[config.mk]
export PLATFORM = sky130hd
export DESIGN_NAME = pixel_chain_tx
export DESIGN_NICKNAME = d
export VERILOG_FILES = /design/src/rtl/pct_pkg.sv /design/src/rtl/pct_bit_timer.sv /design/src/rtl/pct_shift.sv /design/src/rtl/pct_seq.sv /design/src/rtl/pixel_chain_tx.sv
export SDC_FILE = /design/constraint.sdc
export NUM_CORES = 1
export LEC_CHECK = 0
export BUFFER_PORTS_ARGS = -buffer_cell sky130_fd_sc_hd__buf_2
export CAP_MARGIN = 30
export CORE_MARGIN = 2
export CORE_UTILIZATION = 63
export DETAILED_ROUTE_END_ITERATION = 8
export PLACE_DENSITY = 0.85
export SLEW_MARGIN = 20
export SYNTH_ARGS = -nofsm -noshare
export SYNTH_HDL_FRONTEND = slang
export SYNTH_HIERARCHICAL = 1
export SYNTH_SLANG_ARGS = --single-unit
[constraint.sdc]
create_clock -name clk_i -period 5.65 [get_ports clk_i]
set_clock_uncertainty 0.1 [all_clocks]
set_input_delay 0.565 -clock clk_i [delete_from_list [all_inputs] [get_ports clk_i]]
set_output_delay 0.565 -clock clk_i [all_outputs]
set_load 0.02 [all_outputs]
[src/rtl/pct_pkg.sv]
package pct_pkg;
  localparam int unsigned HDR_BITS = 32;
  localparam int unsigned COLOR_W  = 5;
  localparam int unsigned PIX_W    = 3 * COLOR_W;
  localparam int unsigned WORD_W   = PIX_W + 1;
  localparam int unsigned BIT_CW   = $clog2(HDR_BITS);

  typedef enum logic [2:0] {
    ST_IDLE,
    ST_HDR,
    ST_FETCH,
    ST_PIX,
    ST_TAIL,
    ST_DRAIN
  } seq_state_e;

  typedef struct packed {
    logic [COLOR_W-1:0] red;
    logic [COLOR_W-1:0] green;
    logic [COLOR_W-1:0] blue;
  } rgb_t;
endpackage

[src/rtl/pct_bit_timer.sv]
module pct_bit_timer #(
  parameter int unsigned DIV_W = 8
) (
  input  logic             clk_i,
  input  logic             rst_ni,
  input  logic             launch_i,
  input  logic [DIV_W-1:0] half_i,
  output logic             sclk_o,
  output logic             ready_o
);
  logic             run_q, hi_q;
  logic [DIV_W-1:0] cnt_q;
  logic             last_c, bit_end_c;

  assign last_c    = (cnt_q == half_i - DIV_W'(1));
  assign bit_end_c = run_q & hi_q & last_c;
  assign ready_o   = ~run_q | bit_end_c;
  assign sclk_o    = hi_q;

  // low phase first, then high phase, each half_i cycles
  always_ff @(posedge clk_i or negedge rst_ni) begin
    if (!rst_ni) begin
      run_q <= 1'b0;
      hi_q  <= 1'b0;
      cnt_q <= '0;
    end else if (launch_i) begin
      run_q <= 1'b1;
      hi_q  <= 1'b0;
      cnt_q <= '0;
    end else if (run_q) begin
      if (last_c) begin
        cnt_q <= '0;
        if (hi_q) begin
          run_q <= 1'b0;
          hi_q  <= 1'b0;
        end else begin
          hi_q <= 1'b1;
        end
      end else begin
        cnt_q <= cnt_q + DIV_W'(1);
      end
    end
  end
endmodule

[src/rtl/pct_shift.sv]
module pct_shift #(
  parameter int unsigned W = 16
) (
  input  logic         clk_i,
  input  logic         rst_ni,
  input  logic         load_i,
  input  logic [W-1:0] word_i,
  input  logic         shift_i,
  output logic         msb_o
);
  logic [W-1:0] sr_q;

  assign msb_o = sr_q[W-1];

  always_ff @(posedge clk_i or negedge rst_ni) begin
    if (!rst_ni)      sr_q <= '0;
    else if (load_i)  sr_q <= word_i;
    else if (shift_i) sr_q <= {sr_q[W-2:0], 1'b0};
  end
endmodule

[src/rtl/pct_seq.sv]
module pct_seq
  import pct_pkg::*;
#(
  parameter int unsigned CNT_W    = 8,
  parameter int unsigned DIV_W    = 8,
  parameter int unsigned MIN_HALF = 2
) (
  input  logic             clk_i,
  input  logic             rst_ni,
  input  logic             start_i,
  input  logic [CNT_W-1:0] count_i,
  input  logic [DIV_W-1:0] half_i,
  input  logic             pix_valid_i,
  input  logic             timer_ready_i,
  output logic             launch_o,
  output logic             sel_pix_o,
  output logic             load_o,
  output logic             pix_ready_o,
  output logic [DIV_W-1:0] half_o,
  output logic             busy_o,
  output logic             done_o
);
  localparam logic [DIV_W-1:0]  HALF_FLOOR = DIV_W'(MIN_HALF);
  localparam logic [BIT_CW-1:0] HDR_LAST   = BIT_CW'(HDR_BITS - 1);
  localparam logic [BIT_CW-1:0] PIX_LAST   = BIT_CW'(WORD_W - 1);

  seq_state_e        state_q;
  logic [BIT_CW-1:0] bit_q;
  logic [CNT_W-1:0]  rem_q, count_q;
  logic [DIV_W-1:0]  half_q;
  logic              done_q;
  logic              shifting_c;

  assign shifting_c  = (state_q == ST_HDR) || (state_q == ST_PIX) || (state_q == ST_TAIL);
  assign launch_o    = shifting_c & timer_ready_i;
  assign sel_pix_o   = (state_q == ST_PIX);
  assign pix_ready_o = (state_q == ST_FETCH);
  assign load_o      = pix_ready_o & pix_valid_i;
  assign half_o      = half_q;
  assign busy_o      = (state_q != ST_IDLE);
  assign done_o      = done_q;

  always_ff @(posedge clk_i or negedge rst_ni) begin
    if (!rst_ni) begin
      state_q <= ST_IDLE;
      bit_q   <= '0;
      rem_q   <= '0;
      count_q <= '0;
      half_q  <= HALF_FLOOR;
      done_q  <= 1'b0;
    end else begin
      done_q <= 1'b0;
      unique case (state_q)
        ST_IDLE: if (start_i) begin
          state_q <= ST_HDR;
          bit_q   <= HDR_LAST;
          count_q <= count_i;
          half_q  <= (half_i < HALF_FLOOR) ? HALF_FLOOR : half_i;
        end
        ST_HDR: if (launch_o) begin
          if (bit_q == '0) begin
            rem_q   <= count_q;
            state_q <= (count_q == '0) ? ST_DRAIN : ST_FETCH;
          end else begin
            bit_q <= bit_q - BIT_CW'(1);
          end
        end
        ST_FETCH: if (load_o) begin
          state_q <= ST_PIX;
          bit_q   <= PIX_LAST;
        end
        ST_PIX: if (launch_o) begin
          if (bit_q == '0) begin
            if (rem_q == CNT_W'(1)) begin
              rem_q   <= count_q;
              state_q <= ST_TAIL;
            end else begin
              rem_q   <= rem_q - CNT_W'(1);
              state_q <= ST_FETCH;
            end
          end else begin
            bit_q <= bit_q - BIT_CW'(1);
          end
        end
        ST_TAIL: if (launch_o) begin
          if (rem_q == CNT_W'(1)) state_q <= ST_DRAIN;
          else                    rem_q   <= rem_q - CNT_W'(1);
        end
        ST_DRAIN: if (timer_ready_i) begin
          state_q <= ST_IDLE;
          done_q  <= 1'b1;
        end
        default: state_q <= ST_IDLE;
      endcase
    end
  end
endmodule

[src/rtl/pixel_chain_tx.sv]
module pixel_chain_tx
  import pct_pkg::*;
#(
  parameter int unsigned CNT_W    = 8,
  parameter int unsigned DIV_W    = 8,
  parameter int unsigned MIN_HALF = 2
) (
  input  logic             clk_i,
  input  logic             rst_ni,
  input  logic             start_i,
  input  logic [CNT_W-1:0] pix_count_i,
  input  logic [DIV_W-1:0] half_period_i,
  input  logic             pix_valid_i,
  input  logic [PIX_W-1:0] pix_data_i,
  output logic             pix_ready_o,
  output logic             sclk_o,
  output logic             sdata_o,
  output logic             busy_o,
  output logic             done_o
);
  logic              launch, sel_pix, load, timer_ready, msb;
  logic [DIV_W-1:0]  half_eff;
  logic [WORD_W-1:0] word;
  rgb_t              pix;
  logic              sdata_q;

  assign pix     = rgb_t'(pix_data_i);
  assign word    = {1'b1, pix.red, pix.green, pix.blue};
  assign sdata_o = sdata_q;

  pct_seq #(
    .CNT_W   (CNT_W),
    .DIV_W   (DIV_W),
    .MIN_HALF(MIN_HALF)
  ) u_seq (
    .clk_i        (clk_i),
    .rst_ni       (rst_ni),
    .start_i      (start_i),
    .count_i      (pix_count_i),
    .half_i       (half_period_i),
    .pix_valid_i  (pix_valid_i),
    .timer_ready_i(timer_ready),
    .launch_o     (launch),
    .sel_pix_o    (sel_pix),
    .load_o       (load),
    .pix_ready_o  (pix_ready_o),
    .half_o       (half_eff),
    .busy_o       (busy_o),
    .done_o       (done_o)
  );

  pct_bit_timer #(.DIV_W(DIV_W)) u_timer (
    .clk_i   (clk_i),
    .rst_ni  (rst_ni),
    .launch_i(launch),
    .half_i  (half_eff),
    .sclk_o  (sclk_o),
    .ready_o (timer_ready)
  );

  pct_shift #(.W(WORD_W)) u_shift (
    .clk_i  (clk_i),
    .rst_ni (rst_ni),
    .load_i (load),
    .word_i (word),
    .shift_i(launch & sel_pix),
    .msb_o  (msb)
  );

  // data moves only on the edge that starts a low phase
  always_ff @(posedge clk_i or negedge rst_ni) begin
    if (!rst_ni)     sdata_q <= 1'b0;
    else if (launch) sdata_q <= sel_pix & msb;
  end
endmodule

# [Yosys cells after proc, flatten, opt, wreduce, memory -nomap -nowiden]
# Cells that the tools add are included.
[totals] register_bits=60 latchBits=0 mem_bits_rw=0 romBits=0 input_bits=35 out_inout_bits=5 wordCells=100 memories=0
[classes] n_addsub=4 multipliers=0 div_mod_pow=0 n_lt_le_gt_ge=1 eq_ne=19 shift=0 mux=40 bitwise_logic=8 reduce_logical=17
[op_table] cell="8-bit 2-to-1 mux" n=11
[op_table] cell="3-bit 2-to-1 mux" n=11
[op_table] cell="16-bit 2-to-1 mux" n=2
[op_table] cell="8-bit one-hot mux with 3 select lines" n=1
[op_table] cell="5-bit 2-to-1 mux" n=4
[op_table] cell="2-bit != test, second input constant" n=9
[op_table] cell="3-bit one-hot mux with 6 select lines" n=1
[op_table] cell="8-bit by 1-bit subtractor with 8-bit output, second input constant" n=2
[op_table] cell="5-bit one-hot mux with 3 select lines" n=1
[op_table] cell="1-bit 2-to-1 mux" n=9
[op_table] cell="9-bit AND reduction" n=1
[op_table] cell="3-bit nonzero test" n=3
[op_table] cell="8-bit by 1-bit adder with 8-bit output, second input constant" n=1
[op_table] cell="8-bit by 1-bit == test with 1-bit output, second input constant" n=1
[op_table] cell="8-bit == test" n=1
[op_table] cell="8-bit zero test" n=1
[op_table] cell="8-bit by 2-bit less-than comparator with 1-bit output, second input constant" n=1
[op_table] cell="7-bit AND reduction" n=1
[op_table] cell="1-bit AND" n=6
[op_table] cell="3-bit by 2-bit == test with 1-bit output, second input constant" n=2
[op_table] cell="3-bit == test, second input constant" n=2
[op_table] cell="2-bit by 1-bit != test with 1-bit output, second input constant" n=3
[op_table] cell="2-bit nonzero test" n=3
[op_table] cell="5-bit zero test" n=1
[op_table] cell="other kinds (9)" n=11

# [Logic depth before layout (Yosys ltp)]
# Gate-level depths: netlist (run 1).
[depth] depth_word=8 depth_mapped=14 mapped_depth_nobuf=14

# [Modules after synthesis]
# The synthesis (run 1) kept the hierarchy.
[modules_own_cells] mod="pct_seq" instances=1 cells_each=180 area_each_um2=1879.3 seq_area_each_um2=827.0
[modules_own_cells] mod="pct_bit_timer" instances=1 cells_each=82 area_each_um2=773.2 seq_area_each_um2=250.2
[modules_own_cells] mod="pct_shift" instances=1 cells_each=69 area_each_um2=742.0 seq_area_each_um2=400.4
[modules_own_cells] mod="pixel_chain_tx" instances=1 cells_each=5 area_each_um2=50.0 seq_area_each_um2=25.0

# [Least setup slack after synthesis (run 1)]
# OpenSTA, ideal clock, no wires.
[synth_path] kind="register to register" from="reg u_seq.half_q[0] (netlist: u_seq/half_o[0])" to="reg u_timer.cnt_q[7]" setup_time_ps=136 t_arrival_ps=3071 required_time_ps=5414 setup_slack_ps=2343 stages_incl_launch_ff=15 path_buffers=0 synth_period_minus_slack_ps=3307 cell_sequence="dfrtp_1 -> inv_1 -> ha_1 -> or3b_2 -> a211oi_1 -> nand3_1 -> a211oi_1 -> a21bo_2 -> inv_1 -> nor2_1 -> o2111ai_1 -> nor2_1 -> and3_1 -> xnor2_1 -> nor3_1"
[synth_via] elab_chain_len=6 elab_cells_between_ends=9 cone_classes="add/sub: 1; eq/ne: 1; mux: 3; bitwise: 3; reduce/logical: 1"
[synth_rtl] element="start: declaration" line_no="pct_seq.sv:30" rtl="logic [DIV_W-1:0] half_q;"
[synth_rtl] element="start signal: assignment" line_no="pct_seq.sv:58" rtl="half_q <= (half_i < HALF_FLOOR) ? HALF_FLOOR : half_i;"
[synth_rtl] element="8-bit by 1-bit subtractor with 8-bit output *" line_no="pct_bit_timer.sv:15" rtl="assign last_c = (cnt_q == half_i - DIV_W'(1));"
[synth_rtl] element="8-bit == test *" line_no="pct_bit_timer.sv:15"
[synth_rtl] element="1-bit AND *" line_no="pct_bit_timer.sv:16" rtl="assign bit_end_c = run_q & hi_q & last_c;"
[synth_rtl] element="1-bit bitwise OR *" line_no="pct_bit_timer.sv:17" rtl="assign ready_o = ~run_q | bit_end_c;"
[synth_rtl] element="net timer_ready" line_no="pixel_chain_tx.sv:21" rtl="logic launch, sel_pix, load, timer_ready, msb;"
[synth_rtl] element="1-bit AND *" line_no="pct_seq.sv:35" rtl="assign launch_o = shifting_c & timer_ready_i;"
[synth_rtl] element="net launch" line_no="pixel_chain_tx.sv:21"
[synth_rtl] element="8-bit 2-to-1 mux or 2-bit nonzero test (tied branches)"
[synth_rtl] element="end signal: assignment" line_no="pct_bit_timer.sv:40" rtl="cnt_q <= cnt_q + DIV_W'(1);"
[synth_rtl] element="end: declaration" line_no="pct_bit_timer.sv:12" rtl="logic [DIV_W-1:0] cnt_q;"
# The timed path passes the listed nets; every way through them passes the cells marked *. The select of a mux whose other input is x is not followed.
# A chain may end at the register's enable or synchronous reset.

# [Worst setup path after layout (run 1)]
# Same ends and word-level chain as after synthesis.

==> impl_metrics.sql, run 1 <==
INSERT INTO impl_metrics (metric_group, metric, value, unit) VALUES
('timing', 'min_period', '4030', 'ps'),
('clocking', 'clk-insertion-delay-late', '340', 'ps'),
('floorplan', 'start_util', '0.662', ''),
('clocking', 'clkSlewWorstSetupHoldPaths', '60', 'ps'),
('route', 'drt_wl_total', '6750', 'um'),
('pwr', 'intPower', '1170', 'uW'),
('yosys', 'synth_nets', '377', ''),
('worst_hold_path', 'worstHoldPathType', 'primary input to async pin', ''),
('critical_path', 'crit_slowest_cell', 'a211oi_1', ''),
('route', 'wire_per_inst', '15.0', 'um'),
('yosys', 'synth_top_flop_cell', 'dfrtp_1', ''),
('timing', 'setup_slack', '1620', 'ps'),
('layout', 'final_layout_fill_cell_count', '347', ''),
('critical_path', 'data_arrival_at_the_endpoint_of_the_critical_path', '4130', 'ps'),
('pwr', 'clockPowerShare', '0.225', ''),
('layout', 'sequential_cell_area', '0.00150', 'mm2'),
('critical_path', 'reg2regPathDepth', '15', ''),
('pwr', 'switching_part_of_the_total', '0.381', ''),
('pwr', 'sequential_share_of_power', '0.414', ''),
('yosys', 'ys_async_sr_fraction', '1.00', ''),
('yosys', 'syn_area', '0.00344', 'mm2'),
('clocking', 'clock_tree.buffer_depth', '2', ''),
('grt', 'grt_pass1_wl', '11500', 'um'),
('route', 'pre_repair_dr_iteration_count', '4', ''),
('floorplan', 'num_rows', '26', ''),
('critical_path', 'critical_path.endpoint_type', 'flip-flop', ''),
('placed_design', 'place.gp.congestion', '0.861', ''),
('layout', 'multi_input_area', '0.00179', 'mm2'),
('yosys', 'sequential_element_share_of_the_synthesized_area', '0.436', ''),
('critical_path', 'timing_worst_setup_path_type', 'flip-flop to flip-flop', ''),
('clocking', 'cts_tree', 'done', ''),
('timing', 'finalMaxSlewViolations', '0', ''),
('yosys', 'synth_enable_flop_cells', '0', ''),
('clocking', 'cts_setup_buffers', '0', ''),
('critical_path', 'rr_endpoint', 'u_timer/cnt_q[7]', ''),
('layout', 'final_common_cell', 'dfrtp_1', ''),
('clocking', 'cts_hold_buf', '0', ''),
('critical_path', 'critical_path.cell_chain', 'inv_1 > ha_1 > or3b_2 > a211oi_1 > nand3_1 > a211oi_1 > a21bo_2 > inv_1 > nor2_1 > buf_4 > o2111ai_1 > nor2_1 > and3_1 > xnor2_1 > nor3_1', ''),
('placed_design', 'hpwl', '4590', 'um'),
('route', 'drt_iter0_drc', '183', ''),
('pwr', 'total_leakage_power', '0.00164', 'uW'),
('timing', 'holdWs', '263', 'ps'),
('floorplan', 'fp.dieH', '77.9', 'um'),
('clocking', 'clock_tree.root_cell', 'clkbuf_8', ''),
('yosys', 'yosysUniqueCellTypes', '69', ''),
('pwr', 'worst_vdd_rail_ir_drop', '299', 'uV'),
('yosys', 'synth_cells', '336', ''),
('route', 'vias_per_instance', '5.84', ''),
('clocking', 'post_cts.resized_instances', '0', ''),
('critical_path', 'crit-reg2reg-launch', 'u_seq/half_o[0]', ''),
('layout', 'fin_nets', '416', ''),
('yosys', 'ys_warn_count', '6', ''),
('route', 'drc_errors', '0', ''),
('outcome', 'run_status', 'finished, final reports clean', ''),
('layout', 'antennaDiodeCount', '0', ''),
('pwr', 'p_sw', '721', 'uW'),
('timing', 'fin_crit_sh', '0.712', ''),
('clocking', 'cts_sinks', '60', ''),
('critical_path', 'crit_fanout', '13', ''),
('critical_path', 'cp_slowest_stage_delay', '480', 'ps'),
('floorplan', 'die_w', '77.9', 'um'),
('critical_path', 'r2r_slack', '1620', 'ps'),
('pwr', 'combPwrFrac', '0.360', ''),
('placed_design', 'place_ws', '1410', 'ps'),
('timing', 'rsz_0062_raised_after_global_routing', 'false', ''),
('critical_path', 'cp_data_required_time', '5760', 'ps'),
('timing', 'max_freq', '248', 'MHz'),
('job', 'max_cap_violations', '0', ''),
('timing', 'setup-violations-final', '0', ''),
('grt', 'grt_max_degree', '61', ''),
('timing', 'finalSetupTns', '0', 'ps');
==> flip-flops by register name (all words and copies together) (netlist names) <==
register / cells
sdata_o: 1
u_seq/bit_q: 5
u_seq/count_q: 8
u_seq/done_o: 1
u_seq/half_o: 8
u_seq/rem_q: 8
u_seq/state_q: 3
u_shift/sr_q: 16
u_timer/cnt_q: 8
u_timer/run_q: 1
u_timer/sclk_o: 1
==> how the worst max path moves through the flow <==
stage	start	endpoint	depth (start not counted)	slack, ps
2_1_floorplan	u_seq/half_o[0]	u_timer/cnt_q[7]	14	2340
3_3_place_gp	u_seq/half_o[0]	u_timer/cnt_q[7]	14	1650
3_5_place_dp	u_seq/half_o[0]	u_timer/cnt_q[7]	14	1410
4_1_cts	u_seq/half_o[0]	u_timer/cnt_q[7]	14	1340
5_1_grt	u_seq/half_o[0]	u_timer/cnt_q[7]	15	1290
6_report	u_seq/half_o[0]	u_timer/cnt_q[7]	15	1620
==> cell families after synthesis <==
group	count (synthesis)	share of synthesized area
simple gates	119	0.205
compound gates	75	0.152
flops	60	0.436
mux	33	0.104
buf+inv	28	0.0443
xor+xnor	14	0.0356
fa+ha+maj	6	0.0218
other cells	1	0.00109
==> through the flow <==
step           cells  power (uW)  instance area (um2)
2_1_floorplan    336        1300                 3440
4_1_cts          448        1890                 3850
6_report         450        1890                 3870
5_1_grt          450        2030                 3870
3_5_place_dp     432        1450                 3630
3_3_place_gp     432        1420                 3630
==> cells in the mapped netlist (4+ instances only) <==
cell type | instances | area [um2]
a211oi_1 | 4 | 30.0
a21oi_1 | 9 | 45.0
buf_2 | 4 | 20.0
clkbuf_1 | 5 | 18.8
dfrtp_1 | 59 | 1480
ha_1 | 6 | 75.1
inv_1 | 14 | 52.6
mux2_1 | 14 | 158
mux2i_1 | 17 | 170
nand2_1 | 36 | 135
nand2b_1 | 6 | 37.5
nand3_1 | 4 | 20.0
nor2_1 | 19 | 71.3
nor3_1 | 17 | 85.1
o21ai_0 | 14 | 70.1
o21ai_1 | 12 | 60.1
o22a_1 | 4 | 35.0
xnor2_1 | 8 | 70.1
xor2_1 | 6 | 52.6
==> layout make-up <==
type | count | area share
clock inverter | 4 | 0.0187
multi-input combinational | 248 | 0.462
clock buffer | 12 | 0.0375
tap | 70 | 0.0226
timing repair buffer | 42 | 0.0581
inverter | 14 | 0.0136
sequential | 60 | 0.388
==> per-layer routing <==
| metal | GRT usage | wire (um) | up-vias |
|---|---|---|---|
| met5 | 0 | 0 | - |
| met4 | 0.100 | 36 | 0 |
| met3 | 0.0616 | 273 | 4 |
| met2 | 0.393 | 3400 | 52 |
| met1 | 0.313 | 3040 | 1276 |
| li1 | - | - | 1295 |
==> power groups by stage <==
stage / registers, uW / clock network [uW] / logic [uW]
6_report: 785 / 426 / 683
5_1_grt: 813 / 455 / 766
4_1_cts: 781 / 433 / 672
3_5_place_dp: 789 / 0 / 662
3_3_place_gp: 780 / 0 / 636
2_1_floorplan: 720 / 0 / 579
==> worst max-delay path, delay by kind of cell, from the launching register on <==
kind	cells	cell delay (ps)
AND/OR/NAND/NOR	6	1360
adder cells (fa/ha/maj)	1	190
flip-flops	1	430
buffers and inverters	3	450
XOR/XNOR	1	120
AO/OA/AOI/OAI	4	1250
(Power assumes the default switching activity.)
==> run 2: changes to the inputs <==
- CORE_UTILIZATION: 63 -> 58
- PLACE_DENSITY: 0.85 -> 0.79
- clock period: 5.65 -> 4 ns (I/O delays scaled with it)
==> impl_metrics.sql, run 2 (same netlist as run 1, synthesis figures left out) <==
INSERT INTO impl_metrics (metric_group, metric, value, unit) VALUES
('pwr', 'worst_vdd_rail_ir_drop', '395', 'uV'),
('pwr', 'clockPowerShare', '0.242', ''),
('outcome', 'run_status', 'finished, final reports clean', ''),
('layout', 'antennaDiodeCount', '0', ''),
('layout', 'fin_nets', '417', ''),
('worst_hold_path', 'worstHoldPathType', 'primary input to flip-flop', ''),
('layout', 'layout-drive-gt1-share', '0.207', ''),
('timing', 'min_period', '3620', 'ps'),
('clocking', 'cts_buffers', '9', ''),
('layout', 'final_design_area_no_fill', '0.00391', 'mm2'),
('placed_design', 'number_of_cells_after_detailed_placement', '438', ''),
('timing', 'setup-violations-final', '0', ''),
('grt', 'grt_remaining_overflow', '0', ''),
('pwr', 'p_sw', '1020', 'uW'),
('clocking', 'cts_sinks', '60', ''),
('grt', 'number_of_antenna_violations_at_the_first_check_in_global_routing', '0', ''),
('floorplan', 'die-area', '0.00657', 'mm2'),
('critical_path', 'cp_slowest_stage_delay', '450', 'ps'),
('floorplan', 'floorplan.io_pins', '40', ''),
('timing', 'finalMaxSlewViolations', '0', ''),
('route', 'vias_per_instance', '5.79', ''),
('critical_path', 'critical_path.cell_chain', 'inv_1 > ha_1 > or3b_2 > a211oi_1 > nand3_1 > a211oi_1 > a21bo_2 > inv_1 > nor2_1 > buf_4 > o2111ai_1 > nor2_1 > xnor2_1 > nor3_1', ''),
('critical_path', 'cp_data_required_time', '4110', 'ps'),
('layout', 'layout.cells.non_filler', '456', ''),
('pwr', 'total_leakage_power', '0.00165', 'uW'),
('route', 'via_count', '2638', ''),
('clocking', 'cts_htree_levels', '3', ''),
('timing', 'slew_headroom', '0.509', ''),
('floorplan', 'die_w', '81.1', 'um'),
('grt', 'first_global_vias', '2574', ''),
('pwr', 'sequential_share_of_power', '0.406', ''),
('route', 'drc_errors', '0', ''),
('clocking', 'clock_tree.buffer_depth', '2', ''),
('pwr', 'switching_part_of_the_total', '0.375', ''),
('worst_hold_path', 'worst_hold_path.num_cells', '3', ''),
('pwr', 'combPwrFrac', '0.352', ''),
('grt', 'grt_use_total', '0.230', ''),
('timing', 'finalSetupTns', '0', 'ps'),
('timing', 'max_freq', '276', 'MHz'),
('clocking', 'clkSlewWorstSetupHoldPaths', '70', 'ps'),
('timing', 'worst-slew-pin-transition', '734', 'ps'),
('floorplan', 'start_util', '0.592', ''),
('pwr', 'intPower', '1700', 'uW'),
('critical_path', 'crit_path_start_kind', 'flip-flop', ''),
('layout', 'biggest_register', 'u_shift/sr_q', ''),
('layout', 'most-common-layout-cells', 'dfrtp_1, buf_2, nand2_1', ''),
('floorplan', 'fp.coreArea', '0.00582', 'mm2'),
('placed_design', 'portBuffers', '39', ''),
('layout', 'largest_reg_flops', '16', ''),
('layout', 'syn_to_final_growth', '13.6', '%'),
('clocking', 'clock_tree.root_cell', 'clkbuf_8', ''),
('clocking', 'cts_setup_buffers', '0', ''),
('critical_path', 'crit_fanout', '15', ''),
('route', 'drt_iter0_drc', '178', ''),
('job', 'max_cap_violations', '0', ''),
('timing', 'fin_crit_sh', '0.904', ''),
('placed_design', 'hpwl', '4820', 'um'),
('pwr', 'finalPower', '2720', 'uW'),
('timing', 'rsz_0062_raised_after_global_routing', 'false', ''),
('placed_design', 'placedInstanceArea', '0.00365', 'mm2'),
('route', 'drt_wl_total', '6740', 'um'),
('pwr', 'pwr_density_cell', '696', 'mW/mm2'),
('route', 'pre_repair_dr_iteration_count', '4', ''),
('grt', 'grt_max_degree', '35', ''),
('layout', 'final_common_cell', 'dfrtp_1', ''),
('route', 'wire_per_inst', '14.8', 'um'),
('critical_path', 'reg2regPathDepth', '14', ''),
('route', 'antenna_violating_nets_left', '0', ''),
('timing', 'hold_viol', '0', ''),
('critical_path', 'crit_slowest_cell', 'or3b_2', ''),
('critical_path', 'critical_path.endpoint_type', 'flip-flop', ''),
('placed_design', 'place.gp.congestion', '0.826', ''),
('clocking', 'cts_tree', 'done', ''),
('floorplan', 'num_rows', '28', ''),
('critical_path', 'data_arrival_at_the_endpoint_of_the_critical_path', '3720', 'ps'),
('grt', 'grt_pass1_wl', '11500', 'um'),
('floorplan', 'fp.dieH', '81.1', 'um'),
('timing', 'holdWs', '172', 'ps'),
('clocking', 'clk-insertion-delay-late', '340', 'ps'),
('critical_path', 'timing_worst_setup_path_type', 'flip-flop to flip-flop', '');
[run 2: power groups by stage]
stage | clock (uW) | sequential (uW) | combinational (uW)
2_1_floorplan | 0 | 1020 | 817
3_3_place_gp | 0 | 1110 | 904
3_5_place_dp | 0 | 1120 | 944
4_1_cts | 674 | 1110 | 951
5_1_grt | 696 | 1150 | 1080
6_report | 658 | 1110 | 959
[run 2: area by class of cell]
| cell class | instances | area, um2 |
|---|---|---|
| Timing Repair Buffer | 43 | 235 |
| Clock inverter | 6 | 113 |
| Multi-Input combinational cell | 248 | 1790 |
| Inverter | 14 | 52.6 |
| Tap cell | 75 | 93.8 |
| Sequential cell | 60 | 1500 |
| Clock buffer | 10 | 128 |
| Fill cell | 470 | 1900 |
[run 2: through the flow]
| step | util | setup slack, ps |
|---|---|---|
| global placement | 0.627 | 639 |
| detailed placement | 0.627 | 439 |
| CTS | 0.670 | 400 |
| global route | 0.673 | 12.5 |
| finish | 0.673 | 382 |
| floorplan | - | 693 |
[run 2: final timing paths]
check / startpoint / end / slack (ps)
min: pix_data_i[7] / u_shift/sr_q[7] / 170
min in group asynchronous: rst_ni / u_seq/half_o[7] / 500
max: u_seq/half_o[0] / u_timer/cnt_q[6] / 380
max in group asynchronous: rst_ni / u_seq/bit_q[3] / 2470
max reg2reg: u_seq/half_o[0] / u_timer/cnt_q[6] / 380
min reg2reg: sdata_o / sdata_o / 400
[run 2: what timing repair did]
action / 4_1_cts / 5_1_grt
hold buffers: 1 / 0
hold endpoints to repair: 25 / 0
resized for setup: 0 / 0
[run 2: critical path, delay by kind of cell (launching register included)]
kind	cells	cell delay [ps]
compound gates	4	1180
xor+xnor	1	130
flops	1	420
fa+ha+maj	1	210
simple gates	5	1030
buf+inv	3	420
[run 2: per-layer routing]
metal | global-route usage | share of wire | vias to the layer above
li1 | - | - | 1297
met1 | 0.287 | 0.45 | 1267
met2 | 0.386 | 0.49 | 61
met3 | 0.0567 | 0.039 | 13
met4 | 0.0881 | 0.021 | 0
met5 | 0 | 0 | -
==> run 3: changes to the inputs <==
- SYNTH_HIERARCHICAL: 1 -> unset
==> impl_metrics.sql, run 3 <==
INSERT INTO impl_metrics (metric_group, metric, value, unit) VALUES
('yosys', 'synth.cells.most_frequent', 'dfrtp_1, o21ai_0, nand2_1, nor2_1, inv_1', ''),
('outcome', 'run_status', 'complete, but fails checks', ''),
('grt', 'grt_remaining_overflow', '0', ''),
('yosys', 'synth.most_common_cell', 'dfrtp_1', ''),
('grt', 'first_global_vias', '2698', ''),
('grt', 'grt_max_degree', '33', ''),
('layout', 'final_common_cell', 'dfrtp_1', ''),
('timing', 'finalMaxSlewViolations', '0', ''),
('placed_design', 'portBuffers', '39', ''),
('yosys', 'syn_avg_cell_area', '9.74', 'um2'),
('route', 'drc_errors', '0', ''),
('layout', 'most-common-layout-cells', 'dfrtp_1, buf_2, o21ai_0', ''),
('yosys', 'synth_enable_flop_cells', '0', ''),
('layout', 'layout-drive-gt1-share', '0.208', ''),
('worst_hold_path', 'worstHoldPathType', 'primary input to async pin', ''),
('layout', 'syn_to_final_growth', '11.3', '%'),
('critical_path', 'r2r_slack', '830', 'ps'),
('route', 'drt_iter0_drc', '239', ''),
('grt', 'number_of_antenna_violations_at_the_first_check_in_global_routing', '0', ''),
('layout', 'layout.cells.non_filler', '464', ''),
('job', 'max_cap_violations', '0', ''),
('grt', 'grt_use_total', '0.246', ''),
('floorplan', 'fp.coreArea', '0.00582', 'mm2'),
('clocking', 'post_cts.resized_instances', '0', ''),
('timing', 'fin_crit_sh', '0.792', ''),
('pwr', 'finalPower', '2000', 'uW'),
('critical_path', 'critical_path.endpoint_type', 'flip-flop', ''),
('yosys', 'synth_top_area_share', '0.430', ''),
('timing', 'holdWs', '-6.65', 'ps'),
('grt', 'grt_pass1_wl', '12400', 'um'),
('critical_path', 'crit-reg2reg-launch', 'u_seq.half_o[1]', ''),
('placed_design', 'number_of_cells_after_detailed_placement', '449', ''),
('critical_path', 'crit_path_start_kind', 'flip-flop', ''),
('timing', 'worst-slew-pin-transition', '730', 'ps'),
('yosys', 'sequential_element_share_of_the_synthesized_area', '0.438', ''),
('layout', 'largest_reg_flops', '16', ''),
('clocking', 'clkSlewWorstSetupHoldPaths', '70', 'ps'),
('clocking', 'clock_tree.root_cell', 'clkbuf_8', ''),
('critical_path', 'data_arrival_at_the_endpoint_of_the_critical_path', '3280', 'ps'),
('yosys', 'synth_nets', '393', ''),
('critical_path', 'crit_start', 'u_seq.half_o[1]', ''),
('timing', 'hold_viol', '28', ''),
('timing', 'rsz_0062_raised_after_global_routing', 'false', ''),
('placed_design', 'place_ws', '913', 'ps'),
('timing', 'min_period', '3170', 'ps'),
('yosys', 'synth-seq-cells', '60', ''),
('yosys', 'yosys.area.top_type', 'dfrtp_1', ''),
('timing', 'finalSetupTns', '0', 'ps'),
('pwr', 'worst_vdd_rail_ir_drop', '331', 'uV'),
('yosys', 'synth_top_flop_cell', 'dfrtp_1', ''),
('route', 'antenna_violating_nets_left', '0', ''),
('clocking', 'clock_tree.buffer_depth', '2', ''),
('yosys', 'synth_cells', '352', ''),
('clocking', 'cts_hold_buf', '0', ''),
('pwr', 'total_leakage_power', '0.00170', 'uW'),
('route', 'pre_repair_dr_iteration_count', '5', ''),
('floorplan', 'fp.dieH', '80.9', 'um'),
('floorplan', 'die_w', '80.9', 'um'),
('placed_design', 'place.gp.congestion', '0.872', ''),
('critical_path', 'cp_data_required_time', '4110', 'ps'),
('layout', 'final_layout_fill_cell_count', '485', ''),
('route', 'wire_per_inst', '15.7', 'um'),
('floorplan', 'floorplan.io_pins', '40', ''),
('route', 'drt_wl_total', '7270', 'um'),
('layout', 'fin_nets', '426', ''),
('floorplan', 'num_rows', '28', ''),
('critical_path', 'timing_worst_setup_path_type', 'flip-flop to flip-flop', ''),
('yosys', 'syn_area', '0.00343', 'mm2'),
('route', 'vias_per_instance', '6.06', ''),
('yosys', 'yosysUniqueCellTypes', '64', ''),
('critical_path', 'crit_fanout', '23', ''),
('timing', 'slew_headroom', '0.511', ''),
('yosys', 'ys_warn_count', '0', ''),
('clocking', 'cts_htree_levels', '3', ''),
('clocking', 'cts_buffers', '9', ''),
('timing', 'setup-violations-final', '0', ''),
('critical_path', 'critical_path.endpoint', 'u_shift.sr_q[3]', ''),
('layout', 'biggest_register', 'u_shift.sr_q', ''),
('floorplan', 'start_util', '0.590', ''),
('critical_path', 'rr_endpoint', 'u_shift.sr_q[3]', ''),
('yosys', 'synth.top_cells.by_area', 'dfrtp_1, mux2_2, o21ai_0', ''),
('pwr', 'pwr_density_cell', '524', 'mW/mm2'),
('yosys', 'ys_async_sr_fraction', '1.00', ''),
('placed_design', 'hpwl', '5210', 'um'),
('clocking', 'clk-insertion-delay-late', '340', 'ps'),
('floorplan', 'die-area', '0.00654', 'mm2'),
('critical_path', 'reg2regPathDepth', '8', ''),
('timing', 'max_freq', '315', 'MHz'),
('layout', 'antennaDiodeCount', '0', ''),
('outcome', 'failing_checks', 'negative hold slack', ''),
('timing', 'setup_slack', '830', 'ps'),
('clocking', 'cts_tree', 'done', ''),
('route', 'via_count', '2813', ''),
('clocking', 'cts_setup_buffers', '0', ''),
('clocking', 'cts_sinks', '60', '');
run 3: cell type report:
| type | instances | area (um2) | area share |
|---|---|---|---|
| Multi-Input combinational cell | 252 | 1720 | 0.451 |
| Tap cell | 75 | 93.8 | 0.0246 |
| Timing Repair Buffer | 42 | 218 | 0.0570 |
| Clock buffer | 15 | 206 | 0.0541 |
| Sequential cell | 60 | 1500 | 0.394 |
| Inverter | 20 | 75.1 | 0.0197 |
run 3: cells by family after synthesis:
kind of cell	after synthesis	synth area share
buffers and inverters	40	0.0602
DFF	60	0.438
xor gates and xnor gates	12	0.0306
muxes	17	0.0551
adders and majority gates	6	0.0219
and+or+nand+nor	121	0.193
AOI/OAI and AO/OA	96	0.201
run 3: metal layers:
layer / wire length, um / global-route usage / up-vias
li1: - / - / 1365
met1: 3200 / 0.313 / 1335
met2: 3500 / 0.409 / 96
met3: 410 / 0.0589 / 17
met4: 148 / 0.0932 / 0
met5: 0 / 0 / -
run 3: worst min path at each step:
stage	cells past startpoint	endpoint	slack, ps
3_3_place_gp	1	u_seq.done_o	370
5_1_grt	1	u_timer.cnt_q[7]	30
3_5_place_dp	1	u_seq.done_o	380
2_1_floorplan	0	sdata_o	4
6_report	1	u_timer.cnt_q[7]	-7
4_1_cts	1	u_timer.cnt_q[7]	4
run 3: metrics by stage:
stage | hold slack, ps | area [um2] | util
5_1_grt | 33.2 | 3820 | 0.656
4_1_cts | 4.49 | 3820 | 0.656
3_5_place_dp | 376 | 3610 | 0.621
6_report | -6.65 | 3820 | 0.656
3_3_place_gp | 368 | 3610 | 0.621
2_1_floorplan | 4.41 | 3430 | -
run 3: worst max-delay path: stages, from the launching register on:
cell and delay [ps]:
dfstp_2 570, inv_1 50, ha_1 250, a21boi_1 160, o31ai_1 400, nor4_4 130
a31oi_4 590, nor2_1 360, a221o_1 430
run 3: report_power, final:
group          total (uW)  internal (uW)  switching (uW)  leakage [uW]
clock network         548            323             225      0.000108
logic                 498            252             246      0.000865
registers             952            771             181      0.000726
total                2000           1350             652       0.00170
